`src/rtl/sdiv_pkg.sv`:
```
package sdiv_pkg;
  typedef enum logic [1:0] {ST_IDLE, ST_CHK, ST_DIV, ST_FIX} sdiv_st_e;
  typedef struct packed {
    logic n;
    logic z;
    logic v;
    logic c;
  } sdiv_flags_t;
endpackage

```
`src/rtl/sdiv_precheck.sv`:
```
module sdiv_precheck #(
  parameter int DVD_W = 32,
  parameter int DVS_W = 16
) (
  input  logic [DVD_W-1:0] dvd_i,
  input  logic [DVS_W-1:0] dvs_i,
  input  logic             idx_odd_i,
  output logic             is_trap_o,
  output logic             is_zero_o,
  output logic             is_maxneg_o,
  output logic             dvd_neg_o,
  output logic             dvs_neg_o,
  output logic [DVD_W-1:0] dvd_mag_o,
  output logic [DVS_W-1:0] dvs_mag_o
);
  localparam logic [DVD_W-1:0] DVD_MIN = {1'b1, {(DVD_W-1){1'b0}}};

  assign dvd_neg_o   = dvd_i[DVD_W-1];
  assign dvs_neg_o   = dvs_i[DVS_W-1];
  assign dvd_mag_o   = dvd_neg_o ? (DVD_W'(0) - dvd_i) : dvd_i;
  assign dvs_mag_o   = dvs_neg_o ? (DVS_W'(0) - dvs_i) : dvs_i;
  assign is_trap_o   = idx_odd_i;
  assign is_zero_o   = (dvs_i == '0);
  assign is_maxneg_o = (dvd_i == DVD_MIN) && (&dvs_i);
endmodule

```
`src/rtl/sdiv_core.sv`:
```
module sdiv_core #(
  parameter int DVD_W = 32,
  parameter int DVS_W = 16
) (
  input  logic             clk_i,
  input  logic             rst_ni,
  input  logic             load_i,
  input  logic             step_i,
  input  logic [DVD_W-1:0] dvd_mag_i,
  input  logic [DVS_W-1:0] dvs_mag_i,
  output logic [DVD_W-1:0] quo_mag_o,
  output logic [DVS_W-1:0] rem_mag_o,
  output logic             last_o
);
  localparam int CNT_W = $clog2(DVD_W);

  logic [DVS_W-1:0] acc_q, dvs_q;
  logic [DVD_W-1:0] quo_q;
  logic [CNT_W-1:0] cnt_q;
  logic             armed_q;
  logic [DVS_W:0]   shifted, trial;
  logic             ge;

  // restoring step: shift in next dividend bit, subtract if it fits
  assign shifted = {acc_q, quo_q[DVD_W-1]};
  assign ge      = shifted >= {1'b0, dvs_q};
  assign trial   = shifted - {1'b0, dvs_q};

  always_ff @(posedge clk_i or negedge rst_ni) begin
    if (!rst_ni) begin
      acc_q   <= '0;
      dvs_q   <= '0;
      quo_q   <= '0;
      cnt_q   <= '0;
      armed_q <= 1'b0;
    end else if (load_i) begin
      acc_q   <= '0;
      dvs_q   <= dvs_mag_i;
      quo_q   <= dvd_mag_i;
      cnt_q   <= '0;
      armed_q <= 1'b1;
    end else if (step_i) begin
      acc_q <= ge ? trial[DVS_W-1:0] : shifted[DVS_W-1:0];
      quo_q <= {quo_q[DVD_W-2:0], ge};
      cnt_q <= cnt_q + 1'b1;
    end
  end

  assign quo_mag_o = quo_q;
  assign rem_mag_o = acc_q;
  assign last_o    = step_i && (cnt_q == CNT_W'(DVD_W-1));


  rem_bound_chk: assert property (@(posedge clk_i) disable iff (!rst_ni)
    armed_q |-> (acc_q < dvs_q));
endmodule

```
`src/rtl/sdiv_fixup.sv`:
```
module sdiv_fixup import sdiv_pkg::*; #(
  parameter int DVD_W = 32,
  parameter int DVS_W = 16
) (
  input  logic [DVD_W-1:0] quo_mag_i,
  input  logic [DVS_W-1:0] rem_mag_i,
  input  logic             dvd_neg_i,
  input  logic             dvs_neg_i,
  output logic [DVS_W-1:0] quot_o,
  output logic [DVS_W-1:0] rem_o,
  output logic             ovf_o,
  output sdiv_flags_t      flags_o
);
  localparam logic [DVD_W-1:0] POS_LIM = {{(DVD_W-DVS_W+1){1'b0}}, {(DVS_W-1){1'b1}}};
  localparam logic [DVD_W-1:0] NEG_LIM = POS_LIM + DVD_W'(1);

  logic neg_q, mag_zero;

  assign neg_q    = dvd_neg_i ^ dvs_neg_i;
  assign mag_zero = (quo_mag_i == '0);
  assign ovf_o    = neg_q ? (quo_mag_i > NEG_LIM) : (quo_mag_i > POS_LIM);
  assign quot_o   = neg_q ? (DVS_W'(0) - quo_mag_i[DVS_W-1:0]) : quo_mag_i[DVS_W-1:0];
  assign rem_o    = dvd_neg_i ? (DVS_W'(0) - rem_mag_i) : rem_mag_i;

  always_comb begin
    flags_o.n = neg_q && !mag_zero;
    flags_o.z = !ovf_o && mag_zero;
    flags_o.v = ovf_o;
    flags_o.c = 1'b0;
  end
endmodule

```
`src/rtl/sdiv32_unit.sv`:
```
module sdiv32_unit import sdiv_pkg::*; #(
  parameter int DVD_W = 32,
  parameter int DVS_W = 16,
  parameter int REG_W = 3
) (
  input  logic               clk_i,
  input  logic               rst_ni,
  input  logic               start_i,
  input  logic [REG_W-1:0]   reg_idx_i,
  input  logic [DVD_W/2-1:0] dvd_hi_i,
  input  logic [DVD_W/2-1:0] dvd_lo_i,
  input  logic [DVS_W-1:0]   dvs_i,
  output logic               busy_o,
  output logic               done_o,
  output logic               trap_o,
  output logic [REG_W-1:0]   wb_base_o,
  output logic               wr_even_o,
  output logic               wr_odd_o,
  output logic [DVS_W-1:0]   quot_o,
  output logic [DVS_W-1:0]   rem_o,
  output logic               flag_n_o,
  output logic               flag_z_o,
  output logic               flag_v_o,
  output logic               flag_c_o
);
  sdiv_st_e         st_q;
  logic [DVD_W-1:0] dvd_q;
  logic [DVS_W-1:0] dvs_q;
  logic [REG_W-1:0] idx_q;
  logic [DVS_W-1:0] quot_q, rem_q;
  sdiv_flags_t      flags_q;
  logic             done_q, trap_q, wr_q;

  logic             is_trap, is_zero, is_maxneg, dvd_neg, dvs_neg;
  logic [DVD_W-1:0] dvd_mag, quo_mag;
  logic [DVS_W-1:0] dvs_mag, rem_mag, fx_quot, fx_rem;
  logic             load, step, last, ovf;
  sdiv_flags_t      fx_flags;

  sdiv_precheck #(.DVD_W(DVD_W), .DVS_W(DVS_W)) u_pre (
    .dvd_i(dvd_q), .dvs_i(dvs_q), .idx_odd_i(idx_q[0]),
    .is_trap_o(is_trap), .is_zero_o(is_zero), .is_maxneg_o(is_maxneg),
    .dvd_neg_o(dvd_neg), .dvs_neg_o(dvs_neg),
    .dvd_mag_o(dvd_mag), .dvs_mag_o(dvs_mag)
  );

  assign load = (st_q == ST_CHK) && !is_trap && !is_zero && !is_maxneg;
  assign step = (st_q == ST_DIV);

  sdiv_core #(.DVD_W(DVD_W), .DVS_W(DVS_W)) u_core (
    .clk_i, .rst_ni, .load_i(load), .step_i(step),
    .dvd_mag_i(dvd_mag), .dvs_mag_i(dvs_mag),
    .quo_mag_o(quo_mag), .rem_mag_o(rem_mag), .last_o(last)
  );

  sdiv_fixup #(.DVD_W(DVD_W), .DVS_W(DVS_W)) u_fix (
    .quo_mag_i(quo_mag), .rem_mag_i(rem_mag),
    .dvd_neg_i(dvd_neg), .dvs_neg_i(dvs_neg),
    .quot_o(fx_quot), .rem_o(fx_rem), .ovf_o(ovf), .flags_o(fx_flags)
  );

  always_ff @(posedge clk_i or negedge rst_ni) begin
    if (!rst_ni) begin
      st_q    <= ST_IDLE;
      dvd_q   <= '0;
      dvs_q   <= '0;
      idx_q   <= '0;
      quot_q  <= '0;
      rem_q   <= '0;
      flags_q <= '0;
      done_q  <= 1'b0;
      trap_q  <= 1'b0;
      wr_q    <= 1'b0;
    end else begin
      done_q <= 1'b0;
      trap_q <= 1'b0;
      wr_q   <= 1'b0;
      unique case (st_q)
        ST_IDLE: if (start_i) begin
          dvd_q <= {dvd_hi_i, dvd_lo_i};
          dvs_q <= dvs_i;
          idx_q <= reg_idx_i;
          st_q  <= ST_CHK;
        end
        ST_CHK: begin
          // trap outranks both arithmetic special cases
          if (is_trap) begin
            trap_q <= 1'b1;
            done_q <= 1'b1;
            st_q   <= ST_IDLE;
          end else if (is_zero) begin
            flags_q <= '{n: 1'b0, z: 1'b1, v: 1'b1, c: 1'b1};
            done_q  <= 1'b1;
            st_q    <= ST_IDLE;
          end else if (is_maxneg) begin
            flags_q <= '{n: 1'b0, z: 1'b0, v: 1'b1, c: 1'b0};
            done_q  <= 1'b1;
            st_q    <= ST_IDLE;
          end else begin
            st_q <= ST_DIV;
          end
        end
        ST_DIV: if (last) st_q <= ST_FIX;
        ST_FIX: begin
          flags_q <= fx_flags;
          if (!ovf) begin
            quot_q <= fx_quot;
            rem_q  <= fx_rem;
            wr_q   <= 1'b1;
          end
          done_q <= 1'b1;
          st_q   <= ST_IDLE;
        end
        default: st_q <= ST_IDLE;
      endcase
    end
  end

  assign busy_o    = (st_q != ST_IDLE);
  assign done_o    = done_q;
  assign trap_o    = trap_q;
  assign wr_even_o = wr_q;
  assign wr_odd_o  = wr_q;
  assign wb_base_o = {idx_q[REG_W-1:1], 1'b0};
  assign quot_o    = quot_q;
  assign rem_o     = rem_q;
  assign flag_n_o  = flags_q.n;
  assign flag_z_o  = flags_q.z;
  assign flag_v_o  = flags_q.v;
  assign flag_c_o  = flags_q.c;


  trap_nowr_chk: assert property (@(posedge clk_i) disable iff (!rst_ni)
    trap_o |-> (!wr_even_o && !wr_odd_o && done_o));

  dz_flags_chk: assert property (@(posedge clk_i) disable iff (!rst_ni)
    (done_o && flag_z_o && flag_v_o) |-> (flag_c_o && !flag_n_o && !wr_even_o));

  no_overflow_chk: assert property (@(posedge clk_i) disable iff (!rst_ni)
    (done_o && flag_v_o) |-> (!wr_even_o && !wr_odd_o));

  ok_flags_chk: assert property (@(posedge clk_i) disable iff (!rst_ni)
    wr_even_o |-> (!flag_v_o && !flag_c_o && done_o));

  done_pulse_chk: assert property (@(posedge clk_i) disable iff (!rst_ni)
    done_o |=> !done_o);

  done_idle_chk: assert property (@(posedge clk_i) disable iff (!rst_ni)
    done_o |-> !busy_o);

  busy_ignore_chk: assert property (@(posedge clk_i) disable iff (!rst_ni)
    (busy_o && start_i) |=> ($stable(dvd_q) && $stable(dvs_q)));
endmodule

```
`config.mk`:
```
export PLATFORM = sky130hd
export DESIGN_NAME = sdiv32_unit
export DESIGN_NICKNAME = d
export VERILOG_FILES = /design/src/rtl/sdiv_pkg.sv /design/src/rtl/sdiv_precheck.sv /design/src/rtl/sdiv_core.sv /design/src/rtl/sdiv_fixup.sv /design/src/rtl/sdiv32_unit.sv
export SDC_FILE = /design/constraint.sdc
export NUM_CORES = 1
export LEC_CHECK = 0
export BUFFER_PORTS_ARGS = -buffer_cell sky130_fd_sc_hd__buf_4
export CAP_MARGIN = 20
export CORE_AREA = 3 3 139 154
export CTS_BUF_LIST = sky130_fd_sc_hd__clkbuf_4 sky130_fd_sc_hd__clkbuf_8
export CTS_CLUSTER_SIZE = 16
export DETAILED_ROUTE_END_ITERATION = 12
export DIE_AREA = 0 0 142 157
export PLACE_DENSITY = 0.72
export RECOVER_POWER = 25
export SETUP_SLACK_MARGIN = 0.4
export SLEW_MARGIN = 40
export SYNTH_ARGS = -nofsm -noshare
export SYNTH_HDL_FRONTEND = slang
export SYNTH_SLANG_ARGS = --single-unit
```
`constraint.sdc`:
```
create_clock -name clk_i -period 3.23 [get_ports clk_i]
set_input_delay 0.323 -clock clk_i [delete_from_list [all_inputs] [get_ports clk_i]]
set_output_delay 0.323 -clock clk_i [all_outputs]
set_load 0.02 [all_outputs]
```
After elaboration in Yosys (flattened, before gate mapping)
Index checks and enable logic that the tools add are counted.
{"block": "totals", "input_bits": 54, "elab_cells": 90, "output_inout_bits": 44, "regBits": 161}
{"block": "op_classes", "mux": 30, "n_addsub": 6, "magnitude_cmp": 3, "n_bitwise": 2, "eq_ne": 9, "reduce_logical": 23}
{"cell": "2-to-1 mux 16 bit", "count": 6}
{"cell": "2-to-1 mux 32 bit", "count": 3}
{"cell": "subtractor 1 x 16 -> 16 bit, first input constant", "count": 3}
{"cell": "== test 32 bit, second input constant", "count": 1}
{"cell": "greater-than comparator 32 x 15 -> 1 bit, second input constant", "count": 1}
{"cell": "greater-than comparator 32 x 16 -> 1 bit, second input constant", "count": 1}
{"cell": "zero test 32 bit", "count": 1}
{"cell": "subtractor 1 x 32 -> 32 bit, first input constant", "count": 1}
{"cell": ">= comparator 17 x 16 -> 1 bit", "count": 1}
{"cell": "zero test 16 bit", "count": 1}
{"cell": "AND reduction 16 bit", "count": 1}
{"cell": "subtractor 16 bit", "count": 1}
{"cell": "2-to-1 mux 4 bit", "count": 3}
{"cell": "2-to-1 mux 2 bit", "count": 5}
{"cell": "2-to-1 mux 5 bit", "count": 2}
{"cell": "2-to-1 mux 1 bit", "count": 8}
{"cell": "one-hot mux 2 bit (4 select lines)", "count": 1}
{"cell": "one-hot mux 4 bit (2 select lines)", "count": 1}
{"cell": "logical AND 1 bit", "count": 7}
{"cell": "inequality test 2 bit, second input constant", "count": 3}
{"cell": "AND reduction 2 bit", "count": 3}
{"cell": "nonzero test 2 bit", "count": 3}
{"cell": "adder 5 x 1 -> 5 bit, second input constant", "count": 1}
{"cell": "== test 5 bit, second input constant", "count": 1}
{"cell": "9 further kinds", "count": 14}

Logic depth before layout (Yosys ltp)
{"block": "depth", "ltp_word": 6, "ltp_mapped": 11}

Cells and area by module
A second synthesis with hierarchy kept.
{"block": "unflattened", "hier_cells": 919, "hier_area_um2": 9461.6}
{"mod": "sdiv_core", "cells_per_inst": 437, "area_per_inst_um2": 4031.4, "seq_area_each_um2": 1726.7, "n_inst": 1}
{"mod": "sdiv32_unit", "cells_per_inst": 211, "area_per_inst_um2": 3513.4, "seq_area_each_um2": 2302.2, "n_inst": 1}
{"mod": "sdiv_precheck", "cells_per_inst": 161, "area_per_inst_um2": 1149.9, "seq_area_each_um2": 0.0, "n_inst": 1}
{"mod": "sdiv_fixup", "cells_per_inst": 110, "area_per_inst_um2": 767.0, "seq_area_each_um2": 0.0, "n_inst": 1}

Worst setup path before layout
OpenSTA, ideal clock, no wires.
{"block": "synth_timing", "path_type": "reg2reg", "start": "register u_core.acc_q[12], in the netlist u_core.rem_mag_o[12]", "end": "register u_core.acc_q[7], in the netlist u_core.rem_mag_o[7]", "setup_ps": 134, "required_time_ps": 3096, "path_stages_with_launch": 10, "t_arrival_ps": 2367, "path_slack_ps": 729, "cell_sequence": "dfrtp_1 -> ha_1 -> nand3_1 -> or4_1 -> o31a_1 -> o31ai_1 -> buf_4 -> buf_2 -> mux2i_1 -> o21ai_0"}
{"block": "synth_between", "elab_chain_len": 4}
{"element": "from (decl)", "line": "sdiv_core.sv:17", "text": "logic [DVS_W-1:0] acc_q, dvs_q;"}
{"element": "from (signal assigned)", "line": "sdiv_core.sv:43", "text": "acc_q <= ge ? trial[DVS_W-1:0] : shifted[DVS_W-1:0];"}
{"element": ">= comparator 17 x 16 -> 1 bit", "line": "sdiv_core.sv:26", "text": "assign ge = shifted >= {1'b0, dvs_q};"}
{"element": "2-to-1 mux 16 bit", "line": "sdiv_core.sv:43"}
{"element": "2-to-1 mux 16 bit", "line": "sdiv_core.sv:42", "text": "end else if (step_i) begin"}
{"element": "2-to-1 mux 16 bit", "line": "sdiv_core.sv:36", "text": "end else if (load_i) begin"}
No other way between the ends. The select of a mux whose other input is x is not followed.
A chain may end at the register's enable or synchronous reset.

Worst setup path in the final report
{"block": "layout_timing", "start": "register u_core.acc_q[12], in the netlist u_core.rem_mag_o[12]", "end": "register u_core.acc_q[0], in the netlist u_core.rem_mag_o[0]"}
Same word-level chain as after synthesis.

==> run metrics <==
Initial Utilization 44.91%; Area Growth Syn to Fin 15.70%; post-synthesis sequential area ratio a little under half; VDD IR-drop max between 0.4 and 0.5 mV; die area about 22000 um^2; Final Wtd Congestion roughly 0.9; r2r endpoint u_core.rem_mag_o[0]; hold path startpoint reg_idx_i[0]; Final Instance Count excl. Fillers ~1300; Hold WC Path Type input pin to flop; run status finished with violations; Die Ht 157 um; Compound-Gate Fraction of Synth Area between 10% and 20%; CP Data Required Time 3610 ps; critical path arrival 3080 ps; RSZ-0062 raised after global routing yes; synthesized area per cell about 9.5 um^2; Max Root-Sink Buffers 2; fin crit share 83.63%; vias in the first global route ~6900; reg-to-reg setup timing slack roughly 530 ps; H-Tree Depth 4; Cell Int Power 5672 uW; Synth Area in Adders approximately 3.4%; PD cells around 1000 nW/um^2; Synth top area share a little under half; clock latency on the worst-skew pair about 460 ps; worst-margin pin slew between 1500 and 2000 ps; Synth area leaders dfrtp_1 45%, nand2_1 6.5%, mux2_2 5.8%; detail-routed via count per cell approximately 5.4; R2R cell count 8; Synth Flop Type dfrtp_1; fmax 370.2 MHz; crit path launch u_core.rem_mag_o[12]; Post-synth top cells 161 x dfrtp_1, 156 x nand2_1, 65 x o21ai_0, 52 x nor2_1, 49 x xnor2_1; worst clock skew between 15 and 20 ps; DR WL/cell ~16 um; TNS Setup 0 ps; pin count of the biggest net entering global routing 82; die width 142 um; Yosys cell types 65; First-pass DRT Iterations 5; Port Buffer Count 96; Comb power frac 50.5%; critical path class flop to flop; syn_nets ~1000; Switching Fraction between 40% and 50%; Slew HR -11.61%; vias post-DR around 7000; Synth area leader dfrtp_1; CTS root buf clkbuf_8; Crit. End Element flop; hold path cells 2; failing checks max-capacitance violations, max-slew violations; fill cell total of the finished layout roughly 1800; Cell Area, Synth 8951 um^2; R2R Path Start u_core.rem_mag_o[12]; setup violators final 0; IO Count 98; Starting DRT DRC Count 467; Synth Area in Simple Gates 16.19%; synth warn 0; Final #Nets 1106; leak pwr 0.004652 uW; xor/xnor share of the synthesized area 8.513%; CTS Sinks approximately 160; initial antenna violation count 0; FP Rows between 50 and 60; Post-synth EDFFs 0; Max-Cap Viols 1; DRT antenna net count 0; TritonCTS buffer count 17; # Post-CTS Setup Buffers 0; core area roughly 20000 um^2; Min-Delay Endpoint idx_q[0]; final setup margin ~530 ps; post-place setup slack 459.2 ps; multiplexer area fraction after synthesis between 7 and 8%; Total GRT Usage 18.88%; ys async rst share 100.0%; Flop pwr share 35.7%; CP Launch Type flop; Remaining Overflow, GRT 0; placed insts between 1000 and 1500; clock share of power around 14%; CTS tree yes; share of cells above drive strength 1 approximately 23%; clk slew on worst S/H paths 100 ps; Seq cells post-synth 161; final count of hold timing violations 0; Slew Viols, Final 69; first-pass GRT wire length about 34 mm; antenna diode count 0; DRC Markers 0; largest family of logic cells by synthesized area simple AND/OR/NAND/NOR gates; post-DP HPWL about 15 mm; Sw Pwr roughly 4500 uW; worst-path fanout max 19; fin crit period between 2000 and 3000 ps; Post-Route WL 20.26 mm; most common cell in the netlist dfrtp_1; Syn Inst Count approximately 940
==> repair_timing <==
item,in CTS,in global routing
endpoints found under the setup margin,0,39
hold buffers,1,0
hold endpoints to repair,64,0
resized for setup,0,9
==> placed cells by master (no fill, tap or decap), drive strengths merged, types with 4 or more instances in the layout <==
cell	count
xnor2	49
a21o	10
nor2	53
a22oi	5
xor2	38
or2	7
nor4	11
nor2b	5
a21oi	28
mux2i	16
nand2b	4
inv	42
buf	115
nor3	11
nand4	7
or3	5
or4	10
mux2	46
nand2	156
o21ai	99
o41ai	8
and3	4
a31oi	20
nand3	28
dfrtp	161
clkbuf	20
ha	23
o31ai	20
==> worst max-delay path, stage by stage (launching register included) <==
cell     delay (ps)
dfrtp_1         460
ha_1            400
nand3_1         140
or4_1           510
o31a_1          260
o31ai_2          60
buf_4           320
mux2_2          380
o21ai_1         110
==> cell families after synthesis <==
| family | Yosys count |
|---|---|
| mux | 62 |
| compound gates | 210 |
| other cells | 1 |
| flops | 161 |
| buf+inv | 80 |
| simple gates | 313 |
| xor+xnor | 87 |
| fa+ha+maj | 24 |
==> flip-flops by register name, indices dropped and copies added, names as in the netlist, named ones only <==
register	cells
u_core.cnt_q	5
flag_n_o	1
dvd_q	32
done_o	1
st_q	1
flag_z_o	1
rem_o	16
flag_c_o	1
u_core.rem_mag_o	16
wr_even_o	1
flag_v_o	1
u_core.dvs_q	16
idx_q	3
u_core.quo_mag_o	32
dvs_q	16
quot_o	16
trap_o	1
==> how the worst max path moves through the flow <==
| stage | end | slack, ps | cells after the start |
|---|---|---|---|
| final | u_core.rem_mag_o[0] | 530 | 8 |
| after global routing | u_core.quo_mag_o[31] | 340 | 8 |
| after CTS | u_core.quo_mag_o[31] | 440 | 8 |
| after detailed placement | u_core.quo_mag_o[1] | 460 | 7 |
| after global placement | u_core.quo_mag_o[31] | 480 | 8 |
| after floorplan | u_core.rem_mag_o[7] | 730 | 9 |
==> layout make-up <==
type | instances | area, um^2 | area share, %
Timing Repair Buffer | 119 | 920.9 | 8.892
Inverter | 32 | 120.1 | 1.160
Clock inverter | 15 | 138.9 | 1.341
Clock buffer | 17 | 234.0 | 2.259
Sequential cell | 161 | 4029 | 38.90
Multi-Input combinational cell | 697 | 4598 | 44.40
Tap cell | 252 | 315.3 | 3.045
==> stage by stage <==
stage          power (uW)  hold WS (ps)  cell area [um^2]  util (%)
6_report            10210         84.61             10360     51.96
5_1_grt             11100         61.95             10360     51.96
4_1_cts             10210         62.06             10310     51.75
3_5_place_dp         8790         367.3              9931     49.82
3_3_place_gp         8636         366.5              9931     49.82
2_1_floorplan        7487         27.41              8951         -
==> power by group through the flow <==
stage	logic [uW]	clock network [uW]	registers, uW
floorplan	4040	0	3440
global placement	5020	0	3620
detailed placement	5130	0	3660
CTS	5150	1440	3620
global route	5790	1530	3770
finish	5160	1410	3650
==> metal layers <==
layer | vias up | track usage (%) | part of all wire [%]
met4 | 0 | 5.393 | 1.6
met2 | 174 | 29.66 | 47
met3 | 25 | 3.616 | 4.7
met1 | 3345 | 26.78 | 47
li1 | 3483 | - | -
met5 | - | 0 | 0
Power figures use the tool's default switching activity.
